--- src/rtl/dps_pkg.sv ---
// Shared types of the DRAM power-mode sequencer.
// Assumes modes are numbered 0 (awake) to 5 (deepest).
package dps_pkg;

    // Command codes seen by the memory command mux
    typedef enum logic [2:0] {
        CMD_NOP = 3'd0,
        CMD_PDE = 3'd1,
        CMD_PDX = 3'd2,
        CMD_SRE = 3'd3,
        CMD_SRX = 3'd4,
        CMD_REF = 3'd5
    } dps_cmd_e;

    // Sequencer phases
    typedef enum logic [2:0] {
        ST_AWAKE,
        ST_REFRESH,
        ST_DROP_CKE,
        ST_GATE_WAIT,
        ST_ASLEEP,
        ST_UNGATE_WAIT,
        ST_RAISE_CKE,
        ST_WAKE_WAIT
    } dps_state_e;

    localparam logic [2:0] MODE_DEEPEST = 3'd5;

    // True for the self-refresh family of modes
    function automatic logic mode_is_sr(input logic [2:0] m);
        return m >= 3'd3;
    endfunction

    // True for modes that stop the memory clock
    function automatic logic mode_gates(input logic [2:0] m);
        return (m == 3'd2) || (m >= 3'd4);
    endfunction

endpackage

--- src/rtl/dps_refresh_timer.sv ---
// Refresh-interval timer.
// Counts cycles since the last refresh and flags a due refresh once the
// programmed interval is reached. Held at zero during self-refresh.
// Assumes refi_i >= 1.
module dps_refresh_timer #(
    parameter int REFI_W = 16
) (
    input  logic              clk,
    input  logic              rst_n,
    input  logic [REFI_W-1:0] refi_i,
    input  logic              suspend_i,
    input  logic              ref_issued_i,
    output logic              due_o
);

    logic [REFI_W-1:0] cnt_q;

    // Count up to the interval; clear on refresh or while suspended
    always_ff @(posedge clk) begin
        if (!rst_n) begin
            cnt_q <= '0;
        end else if (suspend_i || ref_issued_i) begin
            cnt_q <= '0;
        end else if (cnt_q < refi_i) begin
            cnt_q <= cnt_q + 1'b1;
        end
    end

    // Refresh is due once the interval is reached, never in self-refresh
    assign due_o = !suspend_i && (cnt_q >= refi_i);

endmodule

--- src/rtl/dps_mode_select.sv ---
// Target-mode selection.
// Runs the idle ladder in automatic operation and applies the software
// force. The ladder only steps while the sequencer rests in the mode the
// ladder currently asks for, so no level is skipped.
module dps_mode_select #(
    parameter int IDLE_W = 16
) (
    input  logic              clk,
    input  logic              rst_n,
    input  logic              req_i,
    input  logic              force_en_i,
    input  logic [2:0]        force_mode_i,
    input  logic [IDLE_W-1:0] idle_thresh_i,
    input  logic              settled_i,
    input  logic [2:0]        cur_mode_i,
    output logic [2:0]        target_o
);
    import dps_pkg::*;

    logic [2:0]        auto_q;
    logic [IDLE_W-1:0] idle_q;
    logic [2:0]        forced;

    // Idle ladder: a request resets, a threshold hit steps one mode deeper
    always_ff @(posedge clk) begin
        if (!rst_n) begin
            auto_q <= 3'd0;
            idle_q <= '0;
        end else if (req_i) begin
            auto_q <= 3'd0;
            idle_q <= '0;
        end else if (!force_en_i && settled_i && (cur_mode_i == auto_q)
                     && (auto_q < MODE_DEEPEST)) begin
            if (idle_q >= idle_thresh_i) begin
                auto_q <= auto_q + 3'd1;
                idle_q <= '0;
            end else begin
                idle_q <= idle_q + 1'b1;
            end
        end
    end

    // Clamp out-of-range forced values to the deepest mode
    always_comb begin
        forced = (force_mode_i > MODE_DEEPEST) ? MODE_DEEPEST : force_mode_i;
    end

    // The software force wins over the ladder
    assign target_o = force_en_i ? forced : auto_q;

endmodule

--- src/rtl/dps_fsm.sv ---
// Power-state sequencer.
// Walks the memory between the awake state and the power-down or
// self-refresh state of the current mode, with clock-gate guard times and
// wake-up holds. Decisions are taken only in the awake and asleep phases,
// so a new target waits for any sequence in flight. Outputs are decoded
// from registered state. Assumes PD_WAKE >= 1 and SR_WAKE >= 1.
module dps_fsm #(
    parameter int GATE_CYC = 2,
    parameter int PD_WAKE  = 2,
    parameter int SR_WAKE  = 200
) (
    input  logic       clk,
    input  logic       rst_n,
    input  logic [2:0] target_i,
    input  logic       ref_due_i,
    output logic       cke_o,
    output logic       mem_clk_en_o,
    output logic       ctl_clk_en_o,
    output logic [2:0] cmd_o,
    output logic [2:0] cur_mode_o,
    output logic       awake_o,
    output logic       settled_o,
    output logic       in_sr_o,
    output logic       ref_issued_o
);
    import dps_pkg::*;

    localparam int MAX_A  = (GATE_CYC > PD_WAKE) ? GATE_CYC : PD_WAKE;
    localparam int MAX_C  = (MAX_A > SR_WAKE) ? MAX_A : SR_WAKE;
    localparam int CNT_W  = $clog2(MAX_C + 1);
    localparam int GATE_L = (GATE_CYC > 0) ? GATE_CYC - 1 : 0;
    localparam int PD_L   = (PD_WAKE > 0) ? PD_WAKE - 1 : 0;
    localparam int SR_L   = (SR_WAKE > 0) ? SR_WAKE - 1 : 0;
    localparam bit HAS_GUARD = (GATE_CYC > 0);

    dps_state_e       state_q;
    logic [2:0]       cur_q;
    logic             trip_q;
    logic [CNT_W-1:0] cnt_q;
    logic             need_guard;

    // A guard window applies only to clock-gating modes with a non-zero guard
    always_comb begin
        need_guard = HAS_GUARD && mode_gates(cur_q);
    end

    // Phase sequencing, mode bookkeeping and the shared delay counter
    always_ff @(posedge clk) begin
        if (!rst_n) begin
            state_q <= ST_AWAKE;
            cur_q   <= 3'd0;
            trip_q  <= 1'b0;
            cnt_q   <= '0;
        end else begin
            case (state_q)
                ST_AWAKE: begin
                    if (ref_due_i) begin
                        state_q <= ST_REFRESH;
                    end else if (target_i != 3'd0) begin
                        cur_q   <= target_i;
                        state_q <= ST_DROP_CKE;
                    end
                end
                ST_REFRESH: begin
                    trip_q <= 1'b0;
                    if (trip_q && (target_i == cur_q)) begin
                        state_q <= ST_DROP_CKE;
                    end else begin
                        cur_q   <= 3'd0;
                        state_q <= ST_AWAKE;
                    end
                end
                ST_DROP_CKE: begin
                    if (need_guard) begin
                        cnt_q   <= CNT_W'(GATE_L);
                        state_q <= ST_GATE_WAIT;
                    end else begin
                        state_q <= ST_ASLEEP;
                    end
                end
                ST_GATE_WAIT: begin
                    if (cnt_q == '0) begin
                        state_q <= ST_ASLEEP;
                    end else begin
                        cnt_q <= cnt_q - 1'b1;
                    end
                end
                ST_ASLEEP: begin
                    if ((target_i != cur_q) ||
                        (ref_due_i && !mode_is_sr(cur_q))) begin
                        trip_q <= (target_i == cur_q);
                        if (need_guard) begin
                            cnt_q   <= CNT_W'(GATE_L);
                            state_q <= ST_UNGATE_WAIT;
                        end else begin
                            state_q <= ST_RAISE_CKE;
                        end
                    end
                end
                ST_UNGATE_WAIT: begin
                    if (cnt_q == '0) begin
                        state_q <= ST_RAISE_CKE;
                    end else begin
                        cnt_q <= cnt_q - 1'b1;
                    end
                end
                ST_RAISE_CKE: begin
                    cnt_q   <= mode_is_sr(cur_q) ? CNT_W'(SR_L) : CNT_W'(PD_L);
                    state_q <= ST_WAKE_WAIT;
                end
                ST_WAKE_WAIT: begin
                    if (cnt_q != '0) begin
                        cnt_q <= cnt_q - 1'b1;
                    end else if (trip_q) begin
                        state_q <= ST_REFRESH;
                    end else begin
                        cur_q   <= 3'd0;
                        state_q <= ST_AWAKE;
                    end
                end
                default: state_q <= ST_AWAKE;
            endcase
        end
    end

    // Clock enable is high in every phase where the memory is awake
    always_comb begin
        cke_o = (state_q == ST_AWAKE) || (state_q == ST_REFRESH) ||
                (state_q == ST_RAISE_CKE) || (state_q == ST_WAKE_WAIT);
    end

    // Clock gates close only while resting in a gating mode
    always_comb begin
        mem_clk_en_o = !((state_q == ST_ASLEEP) && mode_gates(cur_q));
        ctl_clk_en_o = !((state_q == ST_ASLEEP) && (cur_q == MODE_DEEPEST));
    end

    // Command decode from the phase and the mode family
    always_comb begin
        case (state_q)
            ST_REFRESH:   cmd_o = CMD_REF;
            ST_DROP_CKE:  cmd_o = mode_is_sr(cur_q) ? CMD_SRE : CMD_PDE;
            ST_RAISE_CKE: cmd_o = mode_is_sr(cur_q) ? CMD_SRX : CMD_PDX;
            default:      cmd_o = CMD_NOP;
        endcase
    end

    // Status toward the timer, the ladder and the top
    always_comb begin
        in_sr_o = mode_is_sr(cur_q) &&
                  (state_q inside {ST_DROP_CKE, ST_GATE_WAIT, ST_ASLEEP,
                                   ST_UNGATE_WAIT, ST_RAISE_CKE});
        settled_o    = (state_q == ST_AWAKE) || (state_q == ST_ASLEEP);
        awake_o      = (state_q == ST_AWAKE);
        ref_issued_o = (state_q == ST_REFRESH);
        cur_mode_o   = cur_q;
    end

endmodule

--- src/rtl/dram_pwr_seq.sv ---
// DRAM power-mode sequencer, top level.
// Joins the refresh timer, the target-mode selector and the phase
// sequencer, and grants the command bus to the scheduler while the memory
// is awake with nothing due. Assumes refi_i >= 1 and small guard times.
module dram_pwr_seq #(
    parameter int GATE_CYC = 2,
    parameter int PD_WAKE  = 2,
    parameter int SR_WAKE  = 200,
    parameter int IDLE_W   = 16,
    parameter int REFI_W   = 16
) (
    input  logic              clk,
    input  logic              rst_n,
    input  logic              req_i,
    input  logic              force_en_i,
    input  logic [2:0]        force_mode_i,
    input  logic [IDLE_W-1:0] idle_thresh_i,
    input  logic [REFI_W-1:0] refi_i,
    output logic              cke_o,
    output logic              mem_clk_en_o,
    output logic              ctl_clk_en_o,
    output logic [2:0]        cmd_o,
    output logic [2:0]        mode_o,
    output logic              sched_rdy_o
);

    logic       ref_due;
    logic       in_sr;
    logic       ref_issued;
    logic       settled;
    logic       awake;
    logic [2:0] target;
    logic [2:0] cur_mode;

    dps_refresh_timer #(.REFI_W(REFI_W)) u_timer (
        .clk          (clk),
        .rst_n        (rst_n),
        .refi_i       (refi_i),
        .suspend_i    (in_sr),
        .ref_issued_i (ref_issued),
        .due_o        (ref_due)
    );

    dps_mode_select #(.IDLE_W(IDLE_W)) u_select (
        .clk           (clk),
        .rst_n         (rst_n),
        .req_i         (req_i),
        .force_en_i    (force_en_i),
        .force_mode_i  (force_mode_i),
        .idle_thresh_i (idle_thresh_i),
        .settled_i     (settled),
        .cur_mode_i    (cur_mode),
        .target_o      (target)
    );

    dps_fsm #(
        .GATE_CYC (GATE_CYC),
        .PD_WAKE  (PD_WAKE),
        .SR_WAKE  (SR_WAKE)
    ) u_fsm (
        .clk          (clk),
        .rst_n        (rst_n),
        .target_i     (target),
        .ref_due_i    (ref_due),
        .cke_o        (cke_o),
        .mem_clk_en_o (mem_clk_en_o),
        .ctl_clk_en_o (ctl_clk_en_o),
        .cmd_o        (cmd_o),
        .cur_mode_o   (cur_mode),
        .awake_o      (awake),
        .settled_o    (settled),
        .in_sr_o      (in_sr),
        .ref_issued_o (ref_issued)
    );

    // Grant the bus only when awake, nothing due and no deeper mode wanted
    always_comb begin
        sched_rdy_o = awake && !ref_due && (target == 3'd0);
        mode_o      = cur_mode;
    end

endmodule

--- config.mk ---
export PLATFORM = sky130hd
export DESIGN_NAME = dram_pwr_seq
export DESIGN_NICKNAME = d
export VERILOG_FILES = /design/src/rtl/dps_pkg.sv /design/src/rtl/dps_refresh_timer.sv /design/src/rtl/dps_mode_select.sv /design/src/rtl/dps_fsm.sv /design/src/rtl/dram_pwr_seq.sv
export SDC_FILE = /design/constraint.sdc
export NUM_CORES = 1
export LEC_CHECK = 0
export BUFFER_PORTS_ARGS = -buffer_cell sky130_fd_sc_hd__buf_2
export CELL_PAD_IN_SITES_DETAIL_PLACEMENT = 0
export CELL_PAD_IN_SITES_GLOBAL_PLACEMENT = 2
export CORE_UTILIZATION = 34
export DETAILED_ROUTE_END_ITERATION = 8
export PLACE_DENSITY_LB_ADDON = 0.08
export SYNTH_ARGS = -nofsm -noshare
export SYNTH_HDL_FRONTEND = slang
export SYNTH_SLANG_ARGS = --single-unit
--- constraint.sdc ---
create_clock -name clk -period 3.4 [get_ports clk]
set_input_delay 0.34 -clock clk [delete_from_list [all_inputs] [get_ports clk]]
set_output_delay 0.34 -clock clk [all_outputs]
set_load 0.05 [all_outputs]
==> flow_metrics.tcl <==
set metrics [dict create \
    status "finished clean" \
    gp_congestion 0.7832 \
    most-common-layout-cells "50 x nor2_1, 50 x dfxtp_1, 48 x buf_2, 47 x nand2_1, 46 x inv_1" \
    synth-edff-count 0 \
    min_from "req_i" \
    synth-main-ff-cell "dfxtp_1" \
    cp-startpoint "u_timer.cnt_q[0]$_SDFFE_PP0P_" \
    synth_nets 565 \
    slowest_delay_ns 0.68 \
    cts_tree "built" \
    grt_overflow 0 \
    crit_path_max_fanout 4 \
    routed_wirelength_mm 9.087 \
    p_leak_nw 1.807 \
    rows 37 \
    async_flop_share_pct 0 \
    fin_skew_ns 0.007806 \
    synth_top_area_share_pct 26.98 \
    drv_cap 0 \
    die_y_um 106.5 \
    fin_setup_tns_ns 0 \
    antennaDiodeCount 0 \
    critPathRequiredTime_ns 3.06 \
    ys_ff_latch 50 \
    period_needed_ns 3.169 \
    grt_pass1_vias 3225 \
    first_iter_violations 123 \
    post_synth.cell_area_avg_um2 7.649 \
    via_per_inst 5.148 \
    clockBufferDepth 2 \
    synth_cell_types 59 \
    r2r_start "u_timer.cnt_q[14]$_SDFFE_PP0P_" \
    grt_setup_unrepaired "no" \
    drtAntennaViolNets 0 \
    num-fill-cells 1157 \
    min_period_over_period_pct 93.22 \
    cts_root_buf "clkbuf_8" \
    start_kind "register" \
    setup_violations 0 \
    r2r_end "u_fsm.cnt_q[1]$_SDFFE_PN0P_" \
    grt_max_degree 27 \
    slowest_stage "a2111oi_0" \
    vias 3434 \
    boundaryPins 49 \
    finalHoldViolations 0 \
    io_buffers 48 \
    die_width_um 106.5 \
    antenna_found_initial 0 \
    dp.cells 660 \
    drive_above_1_share_pct 13.18 \
    yosysWarnings 0 \
    drtPass1Iterations 4 \
    htree_levels 2 \
    yosysSeqAreaShare_pct 26.98 \
    reg2reg_depth 8 \
    wl_per_cell_um 13.62 \
    cts_buffers 5 \
    start_util_pct 35.46 \
    slew_viol_final 0 \
    critPathCaptureType "output port" \
    clk_pin_slew_worst_paths_ns 0.09 \
    clock_sinks 50 \
    area_delta_synth_final_pct 12.82 \
    relSlewSlack_pct 51.20 \
    r2r_slack_ns 0.56 \
    grt_pass1_wl_mm 15.41 \
    hold_path.class "in2reg" \
    power_density_nw_per_um2 495.3 \
    cts.repair.resized 0 \
    clkLatencyLatePin_ns 0.30 \
    final_cells 667 \
    hold_buffers 0 \
    cp-endpoint "sched_rdy_o" \
    final_nets 611 \
    peakVddDrop_mv 0.2810 \
    synth_top_cell_by_area "dfxtp_1" \
    syn_inst 485 \
    fmax_mhz 315.5 \
    tightest_slew_ns 0.7136 \
    post_cts_buffers 0 \
    crit_type "reg2out" \
    worstPathCellList "inv_1, ha_1, nand2b_1, a2111oi_0, o32ai_2, o22ai_1, and2_1, buf_2" \
    drc 0 \
    grtUsageTotal_pct 16.65 \
    coreArea_um2 10460 \
    dieArea_um2 11330 \
    dp_hpwl_mm 6.929 \
    cp.arrival_ns 2.83 \
    netlist_area_um2 3710 \
    yosys-top-cells-area "dfxtp_1 27%, ha_1 14%, nor2_1 5.1%, nand2_1 4.8%, a21oi_1 4.7%" \
]
routing by layer:
| metal | wire (µm) | global-route usage, % |
|---|---|---|
| met5 | 0 | 0 |
| met4 | 67 | 4.305 |
| met3 | 215 | 2.269 |
| met2 | 4066 | 27.09 |
| met1 | 4737 | 23.05 |
cell type report:
cell class	instances	area [µm²]	share of cell area (%)
Multi-Input combinational cell	373	2469	58.98
Sequential cell	50	1001	23.92
Timing Repair Buffer	55	292.8	6.996
Inverter	46	172.7	4.126
Tap cell	136	170.2	4.066
Clock buffer	6	72.57	1.734
Clock inverter	1	7.507	0.1794
where the power goes:
part / total, W / switching, W / leakage, nW / internal, W
Clock: 0.000346 / 0.000204 / 0.0373 / 0.000142
Combinational: 0.00101 / 0.000644 / 1.36 / 0.000363
Sequential: 0.000720 / 0.0000821 / 0.404 / 0.000638
worst max-delay path, delay by kind of cell (launching register included):
kind / cells / cell delay [ns]
AO/OA/AOI/OAI: 3 / 1.19
adder cells (fa/ha/maj): 1 / 0.26
flip-flops: 1 / 0.36
AND/OR/NAND/NOR: 2 / 0.37
buffers and inverters: 2 / 0.34
per-stage QoR:
stage	cell area, µm²	total power, W	util (%)	setup WS, ns	hold WS [ns]
after floorplan	3710	0.001491	-	0.7222	0.4459
after global placement	4105	0.001742	39.24	0.4922	0.4695
after detailed placement	4105	0.001737	39.24	0.4590	0.4773
after CTS	4185	0.002105	40.00	0.1953	0.3948
after global routing	4185	0.002249	40.00	0.09490	0.4010
final	4185	0.002073	40.00	0.2306	0.4056
how the worst min path moves through the flow:
stage               cells past startpoint                              end
global route                            3  u_select.auto_q[2]$_SDFFE_PP0P_
detailed placement                      2      u_fsm.cnt_q[6]$_SDFFE_PN0P_
CTS                                     3  u_select.auto_q[1]$_SDFFE_PP0P_
global placement                        2      u_fsm.cnt_q[6]$_SDFFE_PN0P_
floorplan                               2      u_fsm.cnt_q[6]$_SDFFE_PN0P_
finish                                  3  u_select.auto_q[1]$_SDFFE_PP0P_
sequential cells by signal, indices dropped and copies added (netlist names):
register,flops
u_select.idle_q,16
u_select.auto_q,3
u_timer.cnt_q,16
u_fsm.state_q,3
u_fsm.trip_q,1
u_fsm.cnt_q,8
u_fsm.cur_mode_o,3
cells by family (layout without fill, tap and decap cells):
family | Yosys count | after routing | share of synthesized area, %
AO/OA/AOI/OAI | 109 | 109 | 19.19
XOR/XNOR | 26 | 26 | 6.138
AND/OR/NAND/NOR | 193 | 193 | 26.31
adder cells (fa/ha/maj) | 41 | 41 | 13.83
buffers and inverters | 62 | 108 | 6.476
flip-flops | 50 | 50 | 26.98
multiplexers | 4 | 4 | 1.079
synth_stat cells (all sizes together) (5+ instances only):
library cell and instances:
clkbuf 14, nand2b 8, o22ai 6, or3 14, xor2 10, nor3 12, nor2 50, a21o 6
o21ai 22, nand3 15, dfxtp 50, o21a 5, xnor2 16, nand2 47, nand4 14, inv 46
a21oi 35, and3 5, ha 41
Power figures use the tool's default switching activity.
